### config.mk
export PLATFORM = sky130hd
export DESIGN_NAME = lvds_serializer
export DESIGN_NICKNAME = d
export VERILOG_FILES = /design/src/rtl/lvds_serializer.sv
export SDC_FILE = /design/constraint.sdc
export NUM_CORES = 1
export LEC_CHECK = 0
export ABC_AREA = 1
export BUFFER_PORTS_ARGS = -buffer_cell sky130_fd_sc_hd__buf_2
export CAP_MARGIN = 20
export CORE_ASPECT_RATIO = 1.2
export CORE_UTILIZATION = 37
export CTS_BUF_LIST = sky130_fd_sc_hd__clkbuf_4 sky130_fd_sc_hd__clkbuf_8
export DETAILED_ROUTE_END_ITERATION = 7
export PLACE_DENSITY = 0.62
export SLEW_MARGIN = 20
export SYNTH_ARGS = -nofsm -noshare
export SYNTH_HDL_FRONTEND = slang
export SYNTH_SLANG_ARGS = --single-unit
### constraint.sdc
create_clock -name clk -period 3.9 [get_ports clk]
set_clock_uncertainty 0.15 [all_clocks]
set_input_delay 0.195 -clock clk [delete_from_list [all_inputs] [get_ports clk]]
set_output_delay 0.195 -clock clk [all_outputs]
set_load 0.02 [all_outputs]
### src/rtl/lvds_serializer.sv
module lvds_serializer #(
  parameter int CW    = 8,
  parameter int LANES = 4
) (
  input  logic          clk,
  input  logic          rst_n,
  input  logic [1:0]    mode,
  input  logic [CW-1:0] red,
  input  logic [CW-1:0] grn,
  input  logic [CW-1:0] blu,
  input  logic          hsync,
  input  logic          vsync,
  input  logic          de,
  output logic [LANES-1:0] lane_data,
  output logic          lane_clk
);
  localparam int SLOTS = 7;
  localparam int SW    = $clog2(SLOTS);
  localparam logic [SLOTS-1:0] CLK_PAT = 7'b1100011;

  logic [SW-1:0] slot_q;
  logic [LANES-1:0][SLOTS-1:0] shadow_q;
  logic [LANES-1:0][SLOTS-1:0] word_in;
  logic [LANES-1:0][SLOTS-1:0] src;
  logic [LANES-1:0] data_q;
  logic clk_q;

  wire last = (slot_q == SW'(SLOTS - 1));
  wire [SW-1:0] nxt = last ? '0 : SW'(slot_q + SW'(1));
  wire [1:0] msel = (mode == 2'd3) ? 2'd2 : mode;
  wire hi = (msel != 2'd2);

  wire [5:0] r6 = hi ? red[7:2] : red[5:0];
  wire [5:0] g6 = hi ? grn[7:2] : grn[5:0];
  wire [5:0] b6 = hi ? blu[7:2] : blu[5:0];

  assign word_in[0] = {r6[0], r6[1], r6[2], r6[3], r6[4], r6[5], g6[0]};
  assign word_in[1] = {g6[1], g6[2], g6[3], g6[4], g6[5], b6[0], b6[1]};
  assign word_in[2] = {b6[2], b6[3], b6[4], b6[5], hsync, vsync, de};

  always_comb begin
    case (msel)
      2'd1:    word_in[3] = {red[0], red[1], grn[0], grn[1], blu[0], blu[1], 1'b0};
      2'd2:    word_in[3] = {red[6], red[7], grn[6], grn[7], blu[6], blu[7], 1'b0};
      default: word_in[3] = '0;
    endcase
  end

  assign src = last ? word_in : shadow_q;

  always_ff @(posedge clk or negedge rst_n) begin
    if (!rst_n) begin
      slot_q   <= '0;
      shadow_q <= '0;
      clk_q    <= 1'b0;
    end else begin
      slot_q <= nxt;
      clk_q  <= CLK_PAT[nxt];
      if (last) shadow_q <= word_in;
    end
  end

  for (genvar l = 0; l < LANES; l++) begin : g_lane
    always_ff @(posedge clk or negedge rst_n) begin
      if (!rst_n) data_q[l] <= 1'b0;
      else        data_q[l] <= src[l][nxt];
    end
  end

  assign lane_data = data_q;
  assign lane_clk  = clk_q;
endmodule

==> results.json <==
{
  "drc": 0,
  "grt_overflow": 0,
  "cp.arrival_ns": 2.15,
  "tns_ns": 0,
  "ys_warn_count": 0,
  "grt_pass1_wl_um": 8300,
  "avgSynthCellArea_sq_um": 7.06,
  "hold_class": "in -> reg",
  "maxCapViolCount": 0,
  "cts_root_buffer": "clkbuf_8",
  "antenna_found_initial": 0,
  "pre_cts_ws_ns": 1.82,
  "synth_ff_type": "dfrtp_1",
  "synth_cell_types": 19,
  "area_growth_pct": 16.3,
  "core_area_sq_um": 5010,
  "finalHoldViolCount": 0,
  "ys_ff_latch": 36,
  "post_drt_via_cell_ratio": 4.82,
  "async_flop_share": 1.00,
  "finalCriticalPeriod_ns": 2.11,
  "slew_headroom": 0.482,
  "finish.utilization": 0.456,
  "rows": 28,
  "worst_path_largest_cell_delay_ns": 0.56,
  "wl_per_cell_um": 12.7,
  "syn-num-nets": 309,
  "dr.pass1.iters": 4,
  "placed_cells": 360,
  "crit_chain": "inv_2, nand3_2, nand2_1, nand3_1, nand3_1, nand2_1, nand2_1, inv_1",
  "fin_crit_sh": 0.540,
  "ant_nets": 0,
  "cts_num_sinks": 36,
  "nets": 342,
  "syn_area_sq_um": 1960,
  "place_congestion": 0.821,
  "slowest_stage": "dfrtp_1",
  "worst-path-max-fanout": 25,
  "cpLargestDelayFamily": "simple AND/OR/NAND/NOR gates",
  "grt_use_total": 0.208,
  "numCtsBuffers": 5,
  "end_kind": "flip-flop",
  "cpMostUsedCell": "nand2_1",
  "rsz0062_at_grt": "false",
  "die_area_sq_um": 5600,
  "drive_gt1_frac": 0.157,
  "fmax_ghz": 0.475,
  "path_clk_slew_ns": 0.08,
  "place_hpwl_um": 3480,
  "status": "finished, final reports clean",
  "post_cts_resize_count": 0,
  "finalSetupViolations": 0,
  "ir_worst_vdd_mv": 0.207,
  "worst-setup-path-type": "reg -> reg",
  "powerDensity_nw_per_um2": 363,
  "antenna_cells": 0,
  "power_uw": 828,
  "critPathRequiredTime_ns": 3.95,
  "dieWidth_um": 68.5,
  "cts_buffer_depth": 2,
  "grt_pass1_vias": 1799,
  "cts_tree": "built",
  "drt_wl_total_um": 4730,
  "worst_slack_ns": 1.79,
  "final_max_slew_viol_count": 0,
  "grt_max_degree": 37,
  "start_util": 0.392,
  "synth_edf_count": 0,
  "vias": 1793,
  "htreeDepth": 2,
  "start_kind": "flip-flop",
  "final_cells": 372,
  "synth_seq_area_share": 0.459,
  "drt_iter0_markers": 61,
  "clock_latency_ns": 0.29,
  "die_y_um": 81.8,
  "worst_pin_slew_ns": 0.777,
  "port_buffers": 35,
  "cts_setup_buffers": 0,
  "p_leak_nw": 1.28,
  "critPathBufInv": 2,
  "syn_inst": 278,
  "ioPinCount": 36
}
[through the flow]
step / cell area [sq um] / hold WS, ns
after floorplan: 1960 / -0.251
after global placement: 2130 / 0.188
after detailed placement: 2130 / 0.185
after CTS: 2280 / 0.0196
after global routing: 2280 / 0.0218
final: 2280 / 0.0270
[cell type report]
class	count	area, sq um
well taps	60	75.1
flip-flops and latches	36	901
clock inverters	3	42.5
multi-input cells	191	838
clock buffers	5	68.8
inverters	38	143
fillers	550	2730
repair buffers	39	215
[worst min-delay path, cell delays in order]
cell and delay [ns]:
buf_2 0.10, nand2_1 0.05, a31oi_1 0.08
[logic make-up after synthesis]
group | count (synthesis) | synth area share
simple gates | 158 | 0.340
buf+inv | 51 | 0.114
flops | 36 | 0.459
compound gates | 33 | 0.0873
[Yosys cell counts, types with 2 or more instances]
master	count	area share
inv_1	35	0.067
buf_2	8	0.020
o22ai_1	3	0.0096
and3_1	3	0.0096
buf_4	4	0.015
o21ai_0	25	0.064
dfrtp_1	36	0.46
a21oi_1	2	0.0051
nand2_1	107	0.20
nand3_1	28	0.071
inv_2	3	0.0057
nand4_1	4	0.013
a31oi_1	2	0.0064
nor2_1	13	0.025
[metal layers]
layer  GRT usage  wire (um)  up-vias
met5           0          0        -
met4       0.117        181        0
met3      0.0486        171       11
met2       0.325       2190       46
met1       0.259       2190      803
li1            -          -      933
[cell usage in the layout (no fill, tap or decap)]
master and count:
a21oi_1 2, a31oi_1 2, and3_1 3, buf_2 35
bufinv_16 1, clkbuf_8 5, clkinv_2 1, clkinvlp_4 1
dfrtp_1 36, dlygate4sd3_1 4, inv_1 35, inv_2 3
nand2_1 107, nand2_4 1, nand3_1 28, nand3_2 1
nand4_1 4, nor2_1 13, nor2_4 1, o21ai_0 25
o21ai_1 1, o22ai_1 3
[path summary, 6_finish.rpt]
kind,from,endpoint,cells past startpoint,slack (ns)
worst max-delay path,slot_q[0],lane_data[1],8,1.79
worst min-delay path,red[5],shadow_q[3],3,0.03
worst max register to register,slot_q[0],lane_data[1],8,1.79
min in group asynchronous,rst_n,shadow_q[4],2,0.37
max in group asynchronous,rst_n,shadow_q[16],2,2.73
worst min register to register,shadow_q[25],shadow_q[25],2,0.33
[state kept, by name, indices dropped and copies added, names as in the netlist]
| name | cells |
|---|---|
| shadow_q | 28 |
| lane_clk | 1 |
| slot_q | 3 |
| lane_data | 4 |
[power by group]
| part | total, mW | internal [mW] | switching (mW) |
|---|---|---|---|
| combinational | 0.0946 | 0.0383 | 0.0563 |
| sequential | 0.405 | 0.396 | 0.00993 |
| clock | 0.328 | 0.189 | 0.139 |
[repair_timing]
item | CTS | global route
hold endpoints to repair | 39 | 0
endpoints found under the setup margin | 0 | 0
hold buffers | 4 | 0
(Power assumes the default switching activity.)
